--- src/rtl/rx_da_filter_pkg.sv ---
package rx_da_filter_pkg;
  localparam int unsigned ADDR_BYTES = 6;
  localparam int unsigned MAC_W      = 8 * ADDR_BYTES;
  localparam logic [31:0] CRC_POLY_R = 32'hEDB88320;

  typedef struct packed {
    logic             en;
    logic [MAC_W-1:0] mac;
  } tbl_entry_t;

  // reflected CRC-32, one byte, LSB first
  function automatic logic [31:0] crc_step(input logic [31:0] c_in, input logic [7:0] d);
    logic [31:0] c;
    logic        fb;
    c = c_in;
    for (int i = 0; i < 8; i++) begin
      fb = c[0] ^ d[i];
      c  = c >> 1;
      if (fb) c = c ^ CRC_POLY_R;
    end
    return c;
  endfunction
endpackage

--- src/rtl/da_crc_hash.sv ---
module da_crc_hash #(
  parameter int unsigned IDX_W = 6
) (
  input  logic             clk_i,
  input  logic             rst_ni,
  input  logic             en_i,
  input  logic             start_i,
  input  logic [7:0]       byte_i,
  output logic [IDX_W-1:0] idx_o
);
  import rx_da_filter_pkg::*;

  logic [31:0] crc_q, crc_base, crc_nxt;

  assign crc_base = start_i ? '1 : crc_q;
  assign crc_nxt  = crc_step(crc_base, byte_i);

  always_ff @(posedge clk_i or negedge rst_ni) begin
    if (!rst_ni)   crc_q <= '1;
    else if (en_i) crc_q <= crc_nxt;
  end

  // top bits of bitrev(~crc) == reversed low bits of ~crc
  for (genvar k = 0; k < IDX_W; k++) begin : g_idx
    assign idx_o[IDX_W-1-k] = ~crc_nxt[k];
  end
endmodule

--- src/rtl/da_addr_table.sv ---
module da_addr_table #(
  parameter int unsigned ENTRIES = 16,
  parameter int unsigned IDX_W   = $clog2(ENTRIES),
  parameter int unsigned MAC_W   = 48
) (
  input  logic             clk_i,
  input  logic             rst_ni,
  input  logic             we_i,
  input  logic [IDX_W-1:0] widx_i,
  input  logic             wen_i,
  input  logic [MAC_W-1:0] wmac_i,
  input  logic [MAC_W-1:0] mac_i,
  output logic             hit_o
);
  import rx_da_filter_pkg::*;

  logic [ENTRIES-1:0] match;

  for (genvar e = 0; e < ENTRIES; e++) begin : g_ent
    tbl_entry_t ent_q;
    always_ff @(posedge clk_i or negedge rst_ni) begin
      if (!rst_ni) begin
        ent_q <= '0;
      end else if (we_i && widx_i == IDX_W'(e)) begin
        ent_q.en  <= wen_i;
        ent_q.mac <= wmac_i;
      end
    end
    assign match[e] = ent_q.en && (ent_q.mac == mac_i);
  end

  assign hit_o = |match;
endmodule

--- src/rtl/rx_da_filter.sv ---
module rx_da_filter #(
  parameter int unsigned ENTRIES   = 16,
  parameter int unsigned TBL_IDX_W = $clog2(ENTRIES),
  parameter int unsigned HASH_W    = 32
) (
  input  logic                 clk_i,
  input  logic                 rst_ni,
  input  logic                 byte_valid_i,
  input  logic                 sof_i,
  input  logic [7:0]           byte_i,
  input  logic                 promisc_i,
  input  logic                 rx_all_i,
  input  logic                 pass_mcast_i,
  input  logic                 hash_en_i,
  input  logic [HASH_W-1:0]    hash_lo_i,
  input  logic [HASH_W-1:0]    hash_hi_i,
  input  logic                 tbl_we_i,
  input  logic [TBL_IDX_W-1:0] tbl_idx_i,
  input  logic                 tbl_ena_i,
  input  logic [47:0]          tbl_mac_i,
  output logic                 dec_valid_o,
  output logic                 pass_o,
  output logic                 da_fail_o
);
  import rx_da_filter_pkg::*;

  localparam int unsigned SEL_W  = $clog2(HASH_W);
  localparam int unsigned HIDX_W = SEL_W + 1;
  localparam int unsigned CNT_W  = $clog2(ADDR_BYTES + 1);
  localparam int unsigned HOLD_W = 8 * (ADDR_BYTES - 1);

  logic [CNT_W-1:0]  cnt_q, wr_pos;
  logic [HOLD_W-1:0] addr_q;
  logic [MAC_W-1:0]  full_mac;
  logic [HIDX_W-1:0] hash_idx;
  logic              take, last, hit, hash_bit, is_group, is_bcast, accept;
  logic              dec_q, pass_q, fail_q;

  // accept byte: new frame, or inside an unfinished address
  assign take   = byte_valid_i && (sof_i || (cnt_q != '0 && cnt_q < CNT_W'(ADDR_BYTES)));
  assign last   = take && !sof_i && (cnt_q == CNT_W'(ADDR_BYTES - 1));
  assign wr_pos = sof_i ? '0 : cnt_q;

  always_ff @(posedge clk_i or negedge rst_ni) begin
    if (!rst_ni) begin
      cnt_q  <= '0;
      addr_q <= '0;
    end else if (take) begin
      cnt_q <= wr_pos + CNT_W'(1);
      for (int k = 0; k < ADDR_BYTES - 1; k++) begin
        if (wr_pos == CNT_W'(k)) addr_q[8*k +: 8] <= byte_i;
      end
    end
  end

  assign full_mac = {byte_i, addr_q};

  da_crc_hash #(.IDX_W(HIDX_W)) u_crc (
    .clk_i  (clk_i),
    .rst_ni (rst_ni),
    .en_i   (take),
    .start_i(sof_i),
    .byte_i (byte_i),
    .idx_o  (hash_idx)
  );

  da_addr_table #(.ENTRIES(ENTRIES), .IDX_W(TBL_IDX_W), .MAC_W(MAC_W)) u_tbl (
    .clk_i  (clk_i),
    .rst_ni (rst_ni),
    .we_i   (tbl_we_i),
    .widx_i (tbl_idx_i),
    .wen_i  (tbl_ena_i),
    .wmac_i (tbl_mac_i),
    .mac_i  (full_mac),
    .hit_o  (hit)
  );

  assign hash_bit = hash_idx[SEL_W] ? hash_hi_i[hash_idx[SEL_W-1:0]]
                                    : hash_lo_i[hash_idx[SEL_W-1:0]];
  assign is_group = full_mac[0];
  assign is_bcast = &full_mac;
  assign accept   = promisc_i || is_bcast || hit ||
                    (is_group && (pass_mcast_i || (hash_en_i && hash_bit)));

  always_ff @(posedge clk_i or negedge rst_ni) begin
    if (!rst_ni) begin
      dec_q  <= 1'b0;
      pass_q <= 1'b0;
      fail_q <= 1'b0;
    end else begin
      dec_q  <= last;
      pass_q <= last && (accept || rx_all_i);
      fail_q <= last && !accept;
    end
  end

  assign dec_valid_o = dec_q;
  assign pass_o      = pass_q;
  assign da_fail_o   = fail_q;
endmodule

--- config.mk ---
export PLATFORM = sky130hd
export DESIGN_NAME = rx_da_filter
export DESIGN_NICKNAME = d
export VERILOG_FILES = /design/src/rtl/rx_da_filter_pkg.sv /design/src/rtl/da_crc_hash.sv /design/src/rtl/da_addr_table.sv /design/src/rtl/rx_da_filter.sv
export SDC_FILE = /design/constraint.sdc
export NUM_CORES = 2
export LEC_CHECK = 0
export ABC_AREA = 1
export BUFFER_PORTS_ARGS = -buffer_cell sky130_fd_sc_hd__buf_2
export CORE_MARGIN = 2
export CORE_UTILIZATION = 47
export DETAILED_ROUTE_END_ITERATION = 8
export SYNTH_ARGS = -nofsm -noshare
export SYNTH_HDL_FRONTEND = slang
export SYNTH_SLANG_ARGS = --single-unit
--- constraint.sdc ---
create_clock -name clk_i -period 3.3 [get_ports clk_i]
set_input_delay 0.165 -clock clk_i [delete_from_list [all_inputs] [get_ports clk_i]]
set_output_delay 0.165 -clock clk_i [all_outputs]
set_load 0.05 [all_outputs]
## Yosys cells after proc, flatten, opt, wreduce, memory -nomap -nowiden

Cells that the tools add are included.

| storage, ports and cells | value |
|---|---|
| memory bits (writable) | 0 |
| ROM bits | 0 |
| register bits after elaboration | 862 |
| memories | 0 |
| logic and storage cells | 175 |
| input port bits | 134 |
| output and inout port bits | 3 |
| latch bits | 0 |

| cells by class | value |
|---|---|
| mux-type cells | 15 |
| reduce and logical (&&, ||, !) cells | 58 |
| multipliers | 0 |
| shift operators | 0 |
| div/mod/pow operators | 0 |
| $lt $le $gt $ge | 2 |
| add/subtract/negate cells | 1 |
| eq/ne operators | 36 |
| bitwise gates (word level) | 21 |

Operators with widths:

| kind | count |
|---|---|
| $eq 48x48->1 | 16 |
| $mux 32 | 9 |
| $not 13->14 | 8 |
| $reduce_and 48->1 | 1 |
| $logic_and 1x1->1 | 40 |
| $eq 4x4->1 const B | 8 |
| $eq 4x3->1 const B | 4 |
| $reduce_or 16->1 | 1 |
| $bmux 1 s5 | 2 |
| $reduce_and 2->1 | 5 |
| $eq 4x2->1 const B | 2 |
| $xor 1x1->1 | 8 |
| $eq 3x2->1 const B | 2 |
| $eq 3x3->1 const B | 2 |
| $logic_or 1x1->1 | 6 |
| $lt 5x6->1 const B | 1 |
| $not 1->1 | 5 |
| $eq 4x1->1 const B | 1 |
| $logic_not 4->1 | 1 |
| $add 3x1->3 const B | 1 |
| $eq 3x1->1 const B | 1 |
| $logic_not 3->1 | 1 |
| $lt 3x3->1 const B | 1 |
| $mux 1 | 3 |
| 3 further kinds | 4 |

## Longest topological paths before layout

| depth | value |
|---|---|
| word-level depth | 27 |
| gate-level depth with buffers | 24 |
| mapped depth without buffers | 23 |

## Modules after synthesis

Synthesis repeated with hierarchy kept, for this count alone.

| unflattened totals | value |
|---|---|
| cell total of the unflattened synthesis | 6303 |
| area, all modules | 45617.5 um2 |

Modules (own cells, without submodules):

| module | cells an instance | instances | sequential area each (um2) | area each (um2) |
|---|---|---|---|---|
| da_addr_table | 5578 | 1 | 19618.8 | 40413.8 |
| da_crc_hash | 374 | 1 | 840.8 | 2623.8 |
| rx_da_filter | 351 | 1 | 1151.1 | 2580.0 |

## Worst setup path before layout

Ideal clock, no wire load.

| timing path | value |
|---|---|
| path type | register to register |
| from | register u_crc.crc_q[0] |
| to | register pass_q (netlist: pass_o) |
| required time | 3.187 ns |
| setup slack | 0.922 ns |
| library setup time | 0.113 ns |
| arrival time | 2.265 ns |
| stages on the path, launching flop included | 19 |
| period minus slack after synthesis | 2.378 ns |
| path buffers | 1 |
| cell sequence | dfstp_2 > nor2_4 > xor2_1 > nand2_1 > nand2_2 > nand3_1 > nand2_2 > buf_2 > nand3_1 > nand3_1 > nand3_1 > nand3_1 > nand3_1 > nand3_1 > nand2_1 > nand2_1 > nand3_1 > nand2_1 > inv_1 |

| between the ends | value |
|---|---|
| word-level cells in the longest chain between the ends | 22 |
| elaborated cells between the ends (all ways) | 28 |
| those cells by class | mux: 14; bitwise: 8; reduce/logical: 6 |

RTL lines:

| item | RTL line | text |
|---|---|---|
| start, declared | da_crc_hash.sv:13 | `logic [31:0] crc_q, crc_base, crc_nxt;` |
| start signal, assigned | da_crc_hash.sv:20 | `else if (en_i) crc_q <= crc_nxt;` |
| $mux 32 (*) | da_crc_hash.sv:15 | `assign crc_base = start_i ? '1 : crc_q;` |
| $xor 1x1->1 (*) | rx_da_filter_pkg.sv:17 | `fb = c[0] ^ d[i];` |
| $mux 32 (*) | rx_da_filter_pkg.sv:19 | `if (fb) c = c ^ CRC_POLY_R;` |
| $not 13->14 (no source line) | - |  |
| $mux 32 (*) (3 in series) | rx_da_filter_pkg.sv:19 |  |
| $not 13->14 (no source line) | - |  |
| $mux 32 (*) (4 in series) | rx_da_filter_pkg.sv:19 |  |
| $not 1->1 | da_crc_hash.sv:25 | `assign idx_o[IDX_W-1-k] = ~crc_nxt[k];` |
| $bmux 1 s5 (on tied branches) | rx_da_filter.sv:78, rx_da_filter.sv:79 |  |
| $mux 1 (on tied branches) | rx_da_filter.sv:78, rx_da_filter.sv:79 |  |
| $mux 1 (*) | rx_da_filter.sv:78 | `assign hash_bit = hash_idx[SEL_W] ? hash_hi_i[hash_idx[SEL_W-1:0]]` |
| $logic_and 1x1->1 (*) | rx_da_filter.sv:83 | `(is_group && (pass_mcast_i \|\| (hash_en_i && hash_bit)));` |
| $logic_or 1x1->1 (*) | rx_da_filter.sv:83 |  |
| $logic_and 1x1->1 (*) | rx_da_filter.sv:83 |  |
| $logic_or 1x1->1 (*) | rx_da_filter.sv:82 | `assign accept = promisc_i \|\| is_bcast \|\| hit \|\|` |
| $logic_or 1x1->1 (*) | rx_da_filter.sv:92 | `pass_q <= last && (accept \|\| rx_all_i);` |
| $logic_and 1x1->1 (*) | rx_da_filter.sv:92 |  |
| end signal, assigned | rx_da_filter.sv:92 |  |
| end, declared | rx_da_filter.sv:37 | `logic dec_q, pass_q, fail_q;` |

Mark *: on every way between the ends. The rest lies on a longest branch, timed or not. The select of a mux whose other input is x is not followed.
A chain may end at the register's enable or synchronous reset.

## Worst setup path in the final report

| timing path | value |
|---|---|
| from | register addr_q[12] |
| to | register pass_q (netlist: pass_o) |

| between the ends | value |
|---|---|
| word-level cells in the longest chain between the ends | 7 |
| elaborated cells between the ends (all ways) | 39 |
| those cells by class | eq/ne: 16; reduce/logical: 23 |

RTL lines:

| item | RTL line | text |
|---|---|---|
| start, declared | rx_da_filter.sv:33 | `logic [HOLD_W-1:0] addr_q;` |
| start signal, assigned by index | rx_da_filter.sv:51 | `if (wr_pos == CNT_W'(k)) addr_q[8*k +: 8] <= byte_i;` |
| $eq 48x48->1 | da_addr_table.sv:29 | `assign match[e] = ent_q.en && (ent_q.mac == mac_i);` |
| $logic_and 1x1->1 | da_addr_table.sv:29 |  |
| $reduce_or 16->1 | da_addr_table.sv:32 | `assign hit_o = \|match;` |
| $logic_or 1x1->1 (*) (2 in series) | rx_da_filter.sv:82 |  |
| $logic_or 1x1->1 (*) | rx_da_filter.sv:92 |  |
| $logic_and 1x1->1 (*) | rx_da_filter.sv:92 |  |

Mark *: on every way between the ends. The rest lies on a longest branch, timed or not.

==> impl_results.md <==
- Leakage: 22.6 nW
- Initial antenna violation count: 16
- Yosys warns: 0
- Area growth, synth to finish: 16.9%
- Crit share post-route: 0.937
- R2r setup slk: 210 ps
- Nets: 5319
- Detailed Routing Iterations Pass 1: 6
- Slowest CP cell: dfrtp_1
- Iteration-0 DRC Markers: 6370
- Worst Clk Skew: 16.8 ps
- I/O pins: 137
- Via-to-Cell Ratio: 6.29
- Starting Density: 0.475
- PwrDens: 897 nW/um^2
- Total gr overflow: 0
- Actual slew at the worst max-slew pin: 1430 ps
- Critical Path End Type: flop
- Clk pin slew, worst setup/hold paths: 60 ps
- Synth Area in Compound Gates: 0.189
- Max Freq: 323 MHz
- Final core utilization: 0.556
- Mapped Avg Cell Area: 8.41 um^2
- Number of cells after detailed placement: 6191
- Port Buffers: 136
- Vias in the first global route: 37536
- Layout cells sized above 1: 0.133
- Seq/Total Area, Yosys: 0.514
- Simple-Gate Fraction of Synth Area: 0.180
- Startpoint types: flop
- Post-synthesis adder-cell area fraction: 0.00149
- Post-route insts no fill: 6431
- WP data required: 3880 ps
- Top-area cell type share of the netlist area: 0.494
- Xor and xnor area share after synthesis: 0.0518
- Commonest cells post-synth: nand2_1, o21ai_0, dfrtp_1
- Relative slew slack: 0.0468
- Fin. Hold Viols: 0
- Async set-reset flop share out of synthesis: 1.00
- R2R depth: 14
- Root Buffer Master: clkbuf_16
- Syn Nets: 5140
- Outcome: finished, final reports clean
- Setup Total Neg Slack: 0 ps
- CTS Buffer Depth: 3
- Post-Syn Area: 42100 um^2
- Die area: 91900 um^2
- Critical path class: flop to flop
- HP Class: input pin to async pin
- Die Y: 303 um
- Seq cells post-synth: 862
- Clock latency on the worst-skew pair: 680 ps
- Cells after synthesis: 5001
- Max Cap Viol: 0
- Final WL: 198 mm
- CP max FO: 8
- DRC: 0
- Global-route wire length before repair: 277 mm
- Min Tclk post-route: 3090 ps
- Synth top area cells: dfrtp_1, o21ai_0, nand2_1
- Multiplexer area fraction after synthesis: 0
- Chip Width: 303 um
- Largest family of logic cells by synthesized area: compound AO/OA/AOI/OAI gates
- RD Place Congestion: 1.05
- VDD IR max: 0.488 mV
- RSZ-0062 raised after global routing: no
- CP max stage delay: 480 ps
- Most common cell in the netlist: nand2_1
- Critical-path cell list: inv_1, buf_4, a22o_1, nor4_1, nand4_1, nor2_1, nand2_1, nand2_1, nor2_1, nand3_1, nor2_1, nand3_1, nand2_1, inv_1
- Routed Antenna Nets: 0
- Post-synth EDFFs: 0
- Yosys cell types: 50
- Cts repair resizes: 0
- Final setup viols: 0
- CTS sink cnt: 862
- Critical Path AT: 3670 ps
- CTS Buf Count: 98
- Largest net degree at the start of global routing: 129
- All-Layer GR Usage: 0.430
- Drt wl/cell: 30.8 um
- Yosys top cell by area: dfrtp_1
- Prevailing post-synth register cell: dfrtp_1
- Post-DP HPWL: 136 mm
- Core footprint: 88500 um^2
- Vias: 40429
- Slew Limit Fails: 0
- CTS tree: yes
- Rows: 109
- H-tree levels: 3
[cell families (layout without fill, tap and decap cells)]
group	after synthesis	count (layout)
and+or+nand+nor	1783	1783
AOI/OAI and AO/OA	1408	1408
DFF	862	862
buffers and inverters	705	957
xor gates and xnor gates	238	238
adders and majority gates	5	5
other	0	13
[path summary, 6_finish.rpt]
path,endpoint,startpoint
max,pass_o,addr_q[12]
min,u_tbl.g_ent[6].ent_q[20],rst_ni
max reg2reg,pass_o,addr_q[12]
min reg2reg,u_crc.crc_q[30],u_crc.crc_q[30]
max in group asynchronous,u_tbl.g_ent[2].ent_q[15],rst_ni
min in group clk_i,u_crc.crc_q[6],byte_valid_i
[worst max-delay path: cells and delay by family (launching register included)]
family / cells / cell delay [ps]
AND/OR/NAND/NOR: 10 / 1450
buffers and inverters: 3 / 870
AO/OA/AOI/OAI: 1 / 180
flip-flops: 1 / 480
[layout make-up]
type                    count  area, um^2
diodes                     13        32.5
clock buffers             145        2880
clock inverters            28         340
fillers                  8189       39300
inverters                 335        1260
multi-input cells        3434       17900
flip-flops and latches    862       21600
well taps                1165        1460
repair buffers            449        3690
[stage by stage]
stage / instance area, um^2 / hold slack [ps] / power (mW) / setup slack (ps)
floorplan: 42100 / -131 / 23.9 / 922
global placement: 45400 / 132 / 32.0 / 272
detailed placement: 45400 / 130 / 32.1 / 335
CTS: 49100 / 6.90 / 43.3 / 332
global route: 49100 / 59.8 / 45.6 / 28.0
finish: 49200 / 21.1 / 44.1 / 207
[registers in the layout, indices dropped and copies added (netlist names)]
name,cells
addr_q,40
cnt_q,3
da_fail_o,1
dec_valid_o,1
pass_o,1
u_crc.crc_q,32
u_tbl.g_ent.ent_q,784
[repair_timing]
item | 4_1_cts | 5_1_grt
buffers inserted | 0 | 0
hold buffers | 54 | 0
hold endpoints to repair | 687 | 0
[layout by cell type, fill, tap and decap left out, drive strengths merged, types with 5 or more instances in the layout]
cell type / count
a211oi: 17
a21oi: 45
a221oi: 83
a22o: 47
and3: 6
buf: 395
bufinv: 7
clkbuf: 145
clkinv: 35
dfrtp: 830
dfstp: 32
diode: 13
dlygate4sd3: 54
ha: 5
inv: 321
nand2: 1240
nand3: 135
nand3b: 13
nand4: 36
nor2: 153
nor3: 14
nor4: 110
o2111ai: 8
o211ai: 11
o21ai: 968
o22ai: 220
or2: 68
xnor2: 92
xor2: 146
[per-layer routing]
layer  GRT usage  share of wire
met2       0.617           0.42
met1       0.560           0.37
met4       0.322          0.088
met5           0        0.00026
met3       0.115           0.12
[power breakdown]
part	internal (mW)	switching, mW
Sequential	13.2	2.14
Clock	6.55	4.65
Combinational	5.97	11.6
Total	25.7	18.4
(Power assumes the default switching activity.)
